<file path="src/rtl/fts_pkg.sv">
`timescale 1ns/1ps
package fts_pkg;

    localparam int unsigned BYTE_W   = 8;
    localparam int unsigned NUM_OFS  = 4;
    localparam int unsigned SEL_W    = $clog2(NUM_OFS);
    localparam int unsigned THRESH_W = 2 * BYTE_W;

    localparam logic [BYTE_W-1:0] LO_RESET = 8'd7;
    localparam logic [BYTE_W-1:0] HI_RESET = 8'd0;

    // Selector order is behaviour: loads and readbacks walk it in this order.
    typedef enum logic [SEL_W-1:0] {
        SEL_AE_LO = 2'd0,
        SEL_AE_HI = 2'd1,
        SEL_AF_LO = 2'd2,
        SEL_AF_HI = 2'd3
    } ofs_sel_e;

    typedef enum logic [1:0] {
        OP_IDLE = 2'd0,
        OP_LOAD = 2'd1,
        OP_READ = 2'd2
    } ofs_op_e;

    typedef struct packed {
        logic [THRESH_W-1:0] empty_ofs;
        logic [THRESH_W-1:0] full_ofs;
    } thresh_t;

    function automatic ofs_sel_e next_sel(input ofs_sel_e s);
        return ofs_sel_e'(s + 2'd1);
    endfunction

    // Low bytes of each threshold reset to 7, high bytes to 0.
    function automatic logic [BYTE_W-1:0] reset_byte(input int unsigned idx);
        return (idx % 2 == 0) ? LO_RESET : HI_RESET;
    endfunction

    function automatic logic [THRESH_W-1:0] join_bytes(
        input logic [BYTE_W-1:0] hi,
        input logic [BYTE_W-1:0] lo
    );
        return {hi, lo};
    endfunction

endpackage

</file>
<file path="src/rtl/fts_ctrl.sv">
`timescale 1ns/1ps
module fts_ctrl
    import fts_pkg::*;
(
    input  logic     clk,
    input  logic     rst,
    input  logic     load_n,
    input  logic     wr_en_n,
    input  logic     rd_en_a_n,
    input  logic     rd_en_b_n,
    output ofs_op_e  op,
    output ofs_sel_e sel
);

    logic load_req;
    logic read_req;

    assign load_req = !load_n && !wr_en_n;
    assign read_req = !load_n && !rd_en_a_n && !rd_en_b_n;

    // Load has priority; readback is dropped when both are requested.
    always_comb begin
        if (load_req)      op = OP_LOAD;
        else if (read_req) op = OP_READ;
        else               op = OP_IDLE;
    end

    always_ff @(posedge clk) begin
        if (rst)                sel <= SEL_AE_LO;
        else if (op != OP_IDLE) sel <= next_sel(sel);
    end

    // the selector wraps from the last byte to the first
    a_r3_sel_wrap: assert property (@(posedge clk) disable iff (rst)
        (op != OP_IDLE && sel == SEL_AF_HI) |=> (sel == SEL_AE_LO));

    // the selector is kept while no access happens
    a_r4_sel_hold: assert property (@(posedge clk) disable iff (rst)
        (load_n) |=> $stable(sel));

endmodule

</file>
<file path="src/rtl/fts_bank.sv">
`timescale 1ns/1ps
module fts_bank
    import fts_pkg::*;
(
    input  logic              clk,
    input  logic              rst,
    input  ofs_op_e           op,
    input  ofs_sel_e          sel,
    input  logic [BYTE_W-1:0] wr_byte,
    output logic [BYTE_W-1:0] rb_data,
    output logic              rb_valid,
    output thresh_t           thresh
);

    logic [NUM_OFS-1:0][BYTE_W-1:0] ofs_q;

    always_ff @(posedge clk) begin
        for (int i = 0; i < NUM_OFS; i++) begin
            if (rst)
                ofs_q[i] <= reset_byte(i);
            else if (op == OP_LOAD && sel == ofs_sel_e'(SEL_W'(i)))
                ofs_q[i] <= wr_byte;
        end
    end

    always_ff @(posedge clk) begin
        if (rst) begin
            rb_data  <= '0;
            rb_valid <= 1'b0;
        end else begin
            rb_valid <= (op == OP_READ);
            if (op == OP_READ)
                rb_data <= ofs_q[sel];
        end
    end

    assign thresh.empty_ofs = join_bytes(ofs_q[SEL_AE_HI], ofs_q[SEL_AE_LO]);
    assign thresh.full_ofs  = join_bytes(ofs_q[SEL_AF_HI], ofs_q[SEL_AF_LO]);

    // stored bytes only change on a load
    a_r7_bank_hold: assert property (@(posedge clk) disable iff (rst)
        (op != OP_LOAD) |=> $stable(ofs_q));

    // a load cycle never produces a readback
    a_r6_load_blocks_read: assert property (@(posedge clk) disable iff (rst)
        (op == OP_LOAD) |=> !rb_valid);

    // readback data holds outside readback cycles
    a_r11_rb_hold: assert property (@(posedge clk) disable iff (rst)
        (op != OP_READ) |=> $stable(rb_data));

endmodule

</file>
<file path="src/rtl/fts_flags.sv">
`timescale 1ns/1ps
module fts_flags
    import fts_pkg::*;
#(
    parameter int unsigned ADDR_W = 10
) (
    input  logic              clk,
    input  logic              rst,
    input  logic [ADDR_W:0]   fill_level,
    input  thresh_t           thresh,
    output logic              almost_empty_n,
    output logic              almost_full_n
);

    localparam int unsigned      CNT_W   = ADDR_W + 1;
    localparam logic [CNT_W-1:0] DEPTH_C = CNT_W'(1) << ADDR_W;

    logic [ADDR_W-1:0] e_off;
    logic [ADDR_W-1:0] f_off;
    logic [CNT_W-1:0]  free_cnt;
    logic              ae_hit;
    logic              af_hit;

    // Only address-width bits of each threshold are significant.
    assign e_off    = thresh.empty_ofs[ADDR_W-1:0];
    assign f_off    = thresh.full_ofs[ADDR_W-1:0];
    assign free_cnt = DEPTH_C - fill_level;
    assign ae_hit   = fill_level <= {1'b0, e_off};
    assign af_hit   = free_cnt   <= {1'b0, f_off};

    always_ff @(posedge clk) begin
        if (rst) begin
            almost_empty_n <= 1'b0;
            almost_full_n  <= 1'b1;
        end else begin
            almost_empty_n <= !ae_hit;
            almost_full_n  <= !af_hit;
        end
    end

    // an empty FIFO is always almost empty
    a_r8_empty_at_zero: assert property (@(posedge clk) disable iff (rst)
        (fill_level == '0) |=> !almost_empty_n);

    // a full FIFO is never almost empty (threshold below depth)
    a_r8_not_empty_at_depth: assert property (@(posedge clk) disable iff (rst)
        (fill_level == DEPTH_C) |=> almost_empty_n);

    // a full FIFO is always almost full
    a_r9_full_at_depth: assert property (@(posedge clk) disable iff (rst)
        (fill_level == DEPTH_C) |=> !almost_full_n);

    // an empty FIFO is never almost full
    a_r9_not_full_at_zero: assert property (@(posedge clk) disable iff (rst)
        (fill_level == '0) |=> almost_full_n);

endmodule

</file>
<file path="src/rtl/fifo_thresh_seq.sv">
`timescale 1ns/1ps
module fifo_thresh_seq
    import fts_pkg::*;
#(
    parameter int unsigned ADDR_W = 10
) (
    input  logic              clk,
    input  logic              rst,
    input  logic              load_n,
    input  logic              wr_en_n,
    input  logic              rd_en_a_n,
    input  logic              rd_en_b_n,
    input  logic [7:0]        wr_byte,
    input  logic [ADDR_W:0]   fill_level,
    output logic [7:0]        rb_data,
    output logic              rb_valid,
    output logic              almost_empty_n,
    output logic              almost_full_n
);

    ofs_op_e  op;
    ofs_sel_e sel;
    thresh_t  thresh;

    fts_ctrl u_ctrl (
        .clk       (clk),
        .rst       (rst),
        .load_n    (load_n),
        .wr_en_n   (wr_en_n),
        .rd_en_a_n (rd_en_a_n),
        .rd_en_b_n (rd_en_b_n),
        .op        (op),
        .sel       (sel)
    );

    fts_bank u_bank (
        .clk      (clk),
        .rst      (rst),
        .op       (op),
        .sel      (sel),
        .wr_byte  (wr_byte),
        .rb_data  (rb_data),
        .rb_valid (rb_valid),
        .thresh   (thresh)
    );

    fts_flags #(.ADDR_W(ADDR_W)) u_flags (
        .clk            (clk),
        .rst            (rst),
        .fill_level     (fill_level),
        .thresh         (thresh),
        .almost_empty_n (almost_empty_n),
        .almost_full_n  (almost_full_n)
    );

    // a readback cycle is always followed by a valid strobe
    a_r5_read_valid: assert property (@(posedge clk) disable iff (rst)
        (!load_n && wr_en_n && !rd_en_a_n && !rd_en_b_n) |=> rb_valid);

endmodule

</file>
<file path="config.mk">
export PLATFORM = sky130hd
export DESIGN_NAME = fifo_thresh_seq
export DESIGN_NICKNAME = d
export VERILOG_FILES = /design/src/rtl/fts_pkg.sv /design/src/rtl/fts_ctrl.sv /design/src/rtl/fts_bank.sv /design/src/rtl/fts_flags.sv /design/src/rtl/fifo_thresh_seq.sv
export SDC_FILE = /design/constraint.sdc
export NUM_CORES = 1
export LEC_CHECK = 0
export BUFFER_PORTS_ARGS = -buffer_cell sky130_fd_sc_hd__buf_2
export CORE_AREA = 2 2 100 102
export DETAILED_ROUTE_END_ITERATION = 16
export DIE_AREA = 0 0 102 104
export GPL_TIMING_DRIVEN = 0
export PLACE_DENSITY = 0.42
export SYNTH_ARGS = -nofsm -noshare
export SYNTH_HDL_FRONTEND = slang
export SYNTH_SLANG_ARGS = --single-unit
</file>
<file path="constraint.sdc">
create_clock -name clk -period 5 [get_ports clk]
set_input_delay 1.5 -clock clk [delete_from_list [all_inputs] [get_ports clk]]
set_output_delay 1.5 -clock clk [all_outputs]
set_load 0.02 [all_outputs]
</file>
==> summary.md, run 1 <==
| Metric | Value |
|---|---|
| Post-Synth Simple-Gate Area | `a little over a fifth` |
| Setup Buffers After CTS | `0` |
| Port Buf Inserts | `34` |
| RSZ-0062 raised after global routing | `false` |
| Largest family of logic cells by synthesized area | `simple AND/OR/NAND/NOR gates` |
| First-pass GRT wire length | `roughly 11000 um` |
| Post-layout min period | `between 3 and 4 ns` |
| Global route total overflow | `0` |
| DRC | `0` |
| CTS tree | `done` |
| Commonest cells in the netlist | `nand2_1, dfxtp_1, a21oi_1, ha_1, inv_1` |
| CP Class | `in2reg` |
| Max frequency | `slightly above 300 MHz` |
| Final GP Congestion | `approximately 0.81` |
| IO Count | `36` |
| Met3 WL | `294 um` |
| Post-route ant nets | `0` |
| Clk_lat worst skew | `about 0.30 ns` |
| PwrDens | `about 250 nW/um^2` |
| Die X | `~100 um` |
| Critical path arrival | `3.48 ns` |
| Core Box Area | `9550 sq um` |
| Synth warnings | `0` |
| Largest net degree at the start of global routing | `17` |
| TritonCTS Buffers | `5` |
| Clk_skew | `0.0105 ns` |
| DRT Wirelength | `6780 um` |
| Max-cap violations | `0` |
| Util after Layout | `a little under a third` |
| FF+latch count, synth | `45` |
| Wire length on met1 | `3130 um` |
| Die height | `around 100 um` |
| Largest cells by area after synthesis | `dfxtp_1, ha_1, nand2_1` |
| Avg WL per Cell | `~14 um` |
| Max FO, Critical Path | `3` |
| Placed cell count | `466` |
| Cell with the most instances after synthesis | `nand2_1` |
| Initial Utilization | `around a quarter` |
| Reg clk slew, reported paths | `0.10 ns` |
| GRT Total Usage | `13.8%` |
| Initial antenna violation count | `0` |
| Crit. Startpoint | `fill_level[0]` |
| Synth Instances | `299` |
| Leakage | `1.11 nW` |
| 1st-iter DRT viols | `between 60 and 70` |
| Final Max Slew Viols | `0` |
| Worst path required time | `a little over 5 ns` |
| Top routing layer in use | `met4` |
| # rows | `36` |
| Max transition margin | `52.7%` |
| Total power | `~0.74 mW` |
| Startpoint Class | `input port` |
| Finished Layout Cells | `474` |
| Multiplexer area fraction after synthesis | `under 10%` |
| Layout cells sized above 1 | `17.6%` |
| Vias per inst | `4.44` |
| CTS Buffer Depth | `2` |
| Post-synth net total | `349` |
| Crit share post-route | `65.8%` |
| Post-Syn Area | `2510 sq um` |
| Dpl hpwl | `approximately 5300 um` |
| Worst-margin pin slew | `approximately 0.7 ns` |
| Synth Area in Compound Gates | `13.1%` |
| Hold-fix buffers, CTS | `0` |
| HP Start | `u_bank.thresh[14]$_SDFFE_PP0P_` |
| Level count of the clock H-tree | `2` |
| Avg Synthesized Cell Area | `8.39 sq um` |
| Post-synth cell types | `34` |
| Synth top area share | `35.9%` |
| Setup TNS | `0 ns` |
| Synth Area in XOR/XNOR | `3.49%` |
| Worst r2r src | `u_ctrl.sel[1]$_SDFFE_PP0P_` |
| Final Hold Violating Endpoints | `0` |
| Total die area | `10600 sq um` |
| Post-synth ARST share | `0%` |
| Sink Count | `45` |
| Resize count post-CTS | `0` |
| Routed wl met2 | `about 3300 um` |
| Area Growth Syn to Fin | `17.2%` |
| Top FF cell, synth | `dfxtp_1` |
| Status | `complete, no violations` |
| Class of the worst hold path | `reg2reg` |
| Routed vias | `2104` |
| Pre-antenna DRT Iters | `4` |
| Number of global-route vias before repair | `2115` |
| Final setup vio count | `0` |
| Ant. Diodes | `0` |
| CP Capture Type | `flop` |
| Register area share after synthesis | `35.9%` |
| Worst vdd ir | `0.0916 mV` |
| Number of flops mapped to enable cells by yosys | `0` |
| Final net count | `390` |
| Clk root buf | `clkbuf_8` |
| Synth area leader | `dfxtp_1` |
| Post-Synth Adder-Cell Area | `12.5%` |
-- report_power, final --
part	total (mW)	switching [mW]	internal, mW
clock	0.239	0.138	0.101
sequential	0.375	0.00644	0.368
combinational	0.127	0.0731	0.0535
-- cell type report --
type	instances	area [sq um]
sequential	45	901
buffer	12	56.3
tap	133	166
multi-input combinational	220	1470
clock buffer	5	68.8
clock inverter	3	25.0
inverter	22	82.6
timing repair buffer	34	170
fill	1068	6610
-- cells by family (layout without fill, tap and decap cells) --
logic type | Yosys count | after routing
and+or+nand+nor | 120 | 120
AOI/OAI and AO/OA | 56 | 56
DFF | 45 | 45
buffers and inverters | 34 | 76
adders and majority gates | 25 | 25
xor gates and xnor gates | 10 | 10
muxes | 9 | 9
-- placed cells by master, fill, tap and decap left out, drive strengths merged, types with 3 or more instances in the layout --
cell / instances
buf: 39
xnor2: 8
nor3: 4
clkbuf: 12
a211oi: 3
dfxtp: 45
nand3: 3
nor2: 14
mux4: 8
a21o: 3
nand2: 80
ha: 25
inv: 23
o21a: 3
and2: 5
a211o: 4
a21oi: 39
nand4: 3
-- state kept, by name (all words and copies together) (netlist names) --
register / flops
u_flags.almost_empty_n: 1
u_flags.almost_full_n: 1
u_bank.rb_valid: 1
u_bank.rb_data: 8
u_bank.thresh: 32
u_ctrl.sel: 2
-- metal layers --
metal  GRT usage (%)  vias up
met4            3.24        0
li1                -     1100
met1            19.2      967
met5               0        -
met3            2.49        4
met2            22.2       33
-- critical path, stage by stage --
cell	delay (ns)
buf_2	0.10
inv_1	0.12
ha_1	0.23
and2_1	0.17
nand2_1	0.08
nor3_1	0.18
xnor2_1	0.18
ha_1	0.29
a21o_1	0.18
a21oi_1	0.18
nand2_1	0.06
o21ai_0	0.14
nand2_1	0.07
-- metrics by stage --
| stage | hold WS [ns] | worst slack, ns | area [sq um] |
|---|---|---|---|
| floorplan | 0.433 | 1.76 | 2510 |
| global placement | 0.438 | 1.38 | 2840 |
| detailed placement | 0.447 | 1.38 | 2840 |
| CTS | 0.460 | 1.69 | 2940 |
| global route | 0.482 | 1.47 | 2940 |
| finish | 0.459 | 1.71 | 2940 |
-- path summary, 6_finish.rpt --
path              cells after the start  slack (ns)                          endpoint
setup / recovery                     13        1.71  u_flags.almost_full_n$_SDFF_PP1_
hold / removal                        2        0.46    u_bank.thresh[14]$_SDFFE_PP0P_
setup reg to reg                      6        3.04    u_bank.thresh[18]$_SDFFE_PP1P_
hold reg to reg                       2        0.46    u_bank.thresh[14]$_SDFFE_PP0P_
No activity file was read; power rests on OpenSTA's default activity.
==> run 2: changes to the inputs <==
Settings changed: ABC_AREA set to 1, CORE_AREA 2 2 100 102 to 2 2 101 103, DIE_AREA 0 0 102 104 to 0 0 103 105.
Clock period 5 ns to 3.27 ns, I/O delays scaled along.
==> summary.md, run 2 <==
| Metric | Value |
|---|---|
| DRC | `0 (unchanged)` |
| Finished Cell Area | `3010 sq um (was 2940 sq um)` |
| Max transition margin | `63.0% (was 52.7%)` |
| Max frequency | `357 MHz` |
| Resize count post-CTS | `0 (unchanged)` |
| # rows | `36 (unchanged)` |
| Post-synth cell types | `31 (was 34)` |
| Reg clk slew, reported paths | `0.09 ns (was 0.10 ns)` |
| Area Growth Syn to Fin | `17.9% (was 17.2%)` |
| Post-Syn Area | `2550 sq um (was 2510 sq um)` |
| Number of global-route vias before repair | `2146 (was 2115)` |
| Synth Instances | `338 (was 299)` |
| Post-DP Area | `2890 sq um (was 2840 sq um)` |
| Clk_skew | `0.0106 ns (was 0.0105 ns)` |
| CP max stage delay | `0.28 ns (was 0.29 ns)` |
| Largest cells by area after synthesis | `dfxtp_1, ha_1, o21ai_0 (was dfxtp_1, ha_1, nand2_1)` |
| Worst-margin pin slew | `0.556 ns (was 0.708 ns)` |
| Post-synth ARST share | `0% (unchanged)` |
| Startpoint Class | `input port (unchanged)` |
| Synth area leader | `dfxtp_1 (unchanged)` |
| Initial Utilization | `26.5% (was 26.3%)` |
| FF+latch count, synth | `45 (unchanged)` |
| Core Box Area | `9640 sq um (was 9550 sq um)` |
| Post-layout min period | `around 2.8 ns` |
| Leakage | `1.36 nW (was 1.11 nW)` |
| Dpl hpwl | `5640 um (was 5310 um)` |
| Worst-path cell chain | `buf_2 > inv_1 > ha_1 > nand2_1 > nor2_1 > nand3_2 > xor2_1 > inv_1 > ha_1 > nand2_1 > inv_1 > a21oi_1 > nand2_1 > nand2_1 > nand2_1 > nand2_1 > nand2_1 > nand2_1 > nand2_1 (was buf_2 > inv_1 > ha_1 > and2_1 > nand2_1 > nor3_1 > xnor2_1 > ha_1 > a21o_1 > a21oi_1 > nand2_1 > o21ai_0 > nand2_1)` |
| Port Buf Inserts | `35 (was 34)` |
| Synth warnings | `0 (unchanged)` |
| Cell with the most instances after synthesis | `o21ai_0 (was nand2_1)` |
| Synth top area share | `35.3% (was 35.9%)` |
| Die X | `103 um (was 102 um)` |
| TritonCTS Buffers | `5 (unchanged)` |
| Max reg flops | `32 (unchanged)` |
| Global route total overflow | `0 (unchanged)` |
| Max-cap violations | `0 (unchanged)` |
| Largest net degree at the start of global routing | `14 (was 17)` |
| Final net count | `430 (was 390)` |
| PwrDens | `424 nW/um^2 (was 252 nW/um^2)` |
| Final Max Slew Viols | `0 (unchanged)` |
| Number of flops mapped to enable cells by yosys | `0 (unchanged)` |
| Post-synth net total | `388 (was 349)` |
| Avg Synthesized Cell Area | `7.55 sq um (was 8.39 sq um)` |
| Clk root buf | `clkbuf_8 (unchanged)` |
| Crit share post-route | `85.6%` |
| Die height | `105 um (was 104 um)` |
| CTS tree | `done (unchanged)` |
| RSZ-0062 raised after global routing | `false (unchanged)` |
| Slowest CP cell | `ha_1 (unchanged)` |
| Commonest cells after routing, fill and taps aside | `o21ai_0, inv_1, dfxtp_1 (was nand2_1, dfxtp_1, a21oi_1)` |
| Most Frequent Cell on Critical Path | `nand2_1 (unchanged)` |
| Final GP Congestion | `0.790 (was 0.811)` |
| GRT Total Usage | `14.2% (was 13.8%)` |
| Commonest non-fill, non-tap cell in the layout | `o21ai_0 (was nand2_1)` |
| Setup Buffers After CTS | `0 (unchanged)` |
| Setup TNS | `0 ns (unchanged)` |
| CP Capture Type | `flop (unchanged)` |
| Pre-antenna DRT Iters | `4 (unchanged)` |
| CP Class | `in2reg (unchanged)` |
| Finished Layout Cells | `514 (was 474)` |
| Routed vias | `2302 (was 2104)` |
| Level count of the clock H-tree | `2 (unchanged)` |
| Post-route ant nets | `0 (unchanged)` |
| Final setup vio count | `0 (unchanged)` |
| First-pass GRT wire length | `11500 um (was 11300 um)` |
| Clk_lat worst skew | `0.30 ns (about the same)` |
| DRT Wirelength | `7300 um (was 6780 um)` |
| Worst vdd ir | `0.194 mV (was 0.0916 mV)` |
| Worst path required time | `3.48 ns (was 5.19 ns)` |
| Sink Count | `45 (unchanged)` |
| Top FF cell, synth | `dfxtp_1 (unchanged)` |
| Ant. Diodes | `0 (unchanged)` |
| Initial antenna violation count | `0 (unchanged)` |
| Critical path arrival | `3.01 ns (was 3.48 ns)` |
| Register area share after synthesis | `35.3% (was 35.9%)` |
| Total die area | `10800 sq um (was 10600 sq um)` |
| Fill count | `1085 (was 1068)` |
| Max FO, Critical Path | `4 (was 3)` |
| CTS Buffer Depth | `2 (unchanged)` |
| Hold-fix buffers, CTS | `0 (unchanged)` |
| Commonest cells in the netlist | `o21ai_0, inv_1, dfxtp_1, a21oi_1, nand2_1 (was nand2_1, dfxtp_1, a21oi_1, ha_1, inv_1)` |
| IO Count | `36 (unchanged)` |
| Avg WL per Cell | `14.2 um (was 14.3 um)` |
| Final Hold Violating Endpoints | `0 (unchanged)` |
| 1st-iter DRT viols | `90 (was 67)` |
| Layout cells sized above 1 | `17.3% (was 17.6%)` |
| Status | `complete, no violations (unchanged)` |
| Vias per inst | `4.48 (was 4.44)` |
| Class of the worst hold path | `reg2reg (unchanged)` |
| Placed cell count | `506 (was 466)` |
## run 2: cell count changes in the layout (fill, tap and decap cells not counted), sizes merged, moves of 5 or more
cell,previous run,this run
o21ai,1,53
nand2,80,39
inv,23,52
nor2,14,33
mux4,8,0
a31oi,0,7
xnor2,8,2
and2,5,0
buf,39,44
o211ai,2,7
## run 2: path summary, 6_finish.rpt
path,start,to,slack [ns],cells past startpoint
hold / removal,u_bank.thresh[30]$_SDFFE_PP0P_,u_bank.thresh[30]$_SDFFE_PP0P_,0.47,2
setup / recovery,fill_level[0],u_flags.almost_full_n$_SDFF_PP1_,0.47,19
setup reg to reg,u_ctrl.sel[0]$_SDFFE_PP0P_,u_bank.thresh[21]$_SDFFE_PP0P_,1.53,8
hold reg to reg,u_bank.thresh[30]$_SDFFE_PP0P_,u_bank.thresh[30]$_SDFFE_PP0P_,0.47,2
## run 2: cells by family after synthesis
group | after synthesis | synth area share (%)
AOI/OAI and AO/OA | 108 | 23.1
xor gates and xnor gates | 7 | 2.40
adders and majority gates | 25 | 12.3
buffers and inverters | 65 | 11.0
DFF | 45 | 35.3
and+or+nand+nor | 88 | 15.9
## run 2: cell type report
cell class / count / area, sq um / share of cell area [%]
buffer: 13 / 86.3 / 2.87
timing repair buffer: 35 / 175 / 5.82
multi-input combinational: 228 / 1370 / 45.5
inverter: 52 / 195 / 6.48
clock inverter: 1 / 30.0 / 0.998
tap: 133 / 166 / 5.53
sequential: 45 / 901 / 29.9
clock buffer: 7 / 86.3 / 2.87
## run 2: per-layer routing
layer | up-vias | routed length [um] | track usage (%)
met2 | 56 | 3200 | 21.9
met3 | 6 | 314 | 2.41
met5 | - | 0 | 0
met4 | 0 | 79 | 3.67
li1 | 1205 | - | -
met1 | 1035 | 3710 | 20.3
## run 2: power breakdown
| part | internal (mW) | switching (mW) |
|---|---|---|
| Combinational | 0.0861 | 0.154 |
| Clock | 0.250 | 0.201 |
| Sequential | 0.573 | 0.0113 |
## run 2: stage by stage
stage               hold WS [ns]  worst slack (ns)  power [mW]  utilization (%)
floorplan                  0.430             0.569       0.754                -
global placement           0.441            0.0912       0.838             30.0
detailed placement         0.448             0.102       0.839             30.0
CTS                        0.460             0.427        1.29             31.2
global route               0.491             0.212        1.35             31.2
finish                     0.467             0.471        1.28             31.2
## run 2: worst max-delay path: cells and delay by family
kind	cells	cell delay, ns
AOI/OAI and AO/OA	1	0.18
buffers and inverters	4	0.33
adders and majority gates	2	0.49
and+or+nand+nor	11	0.83
xor gates and xnor gates	1	0.16
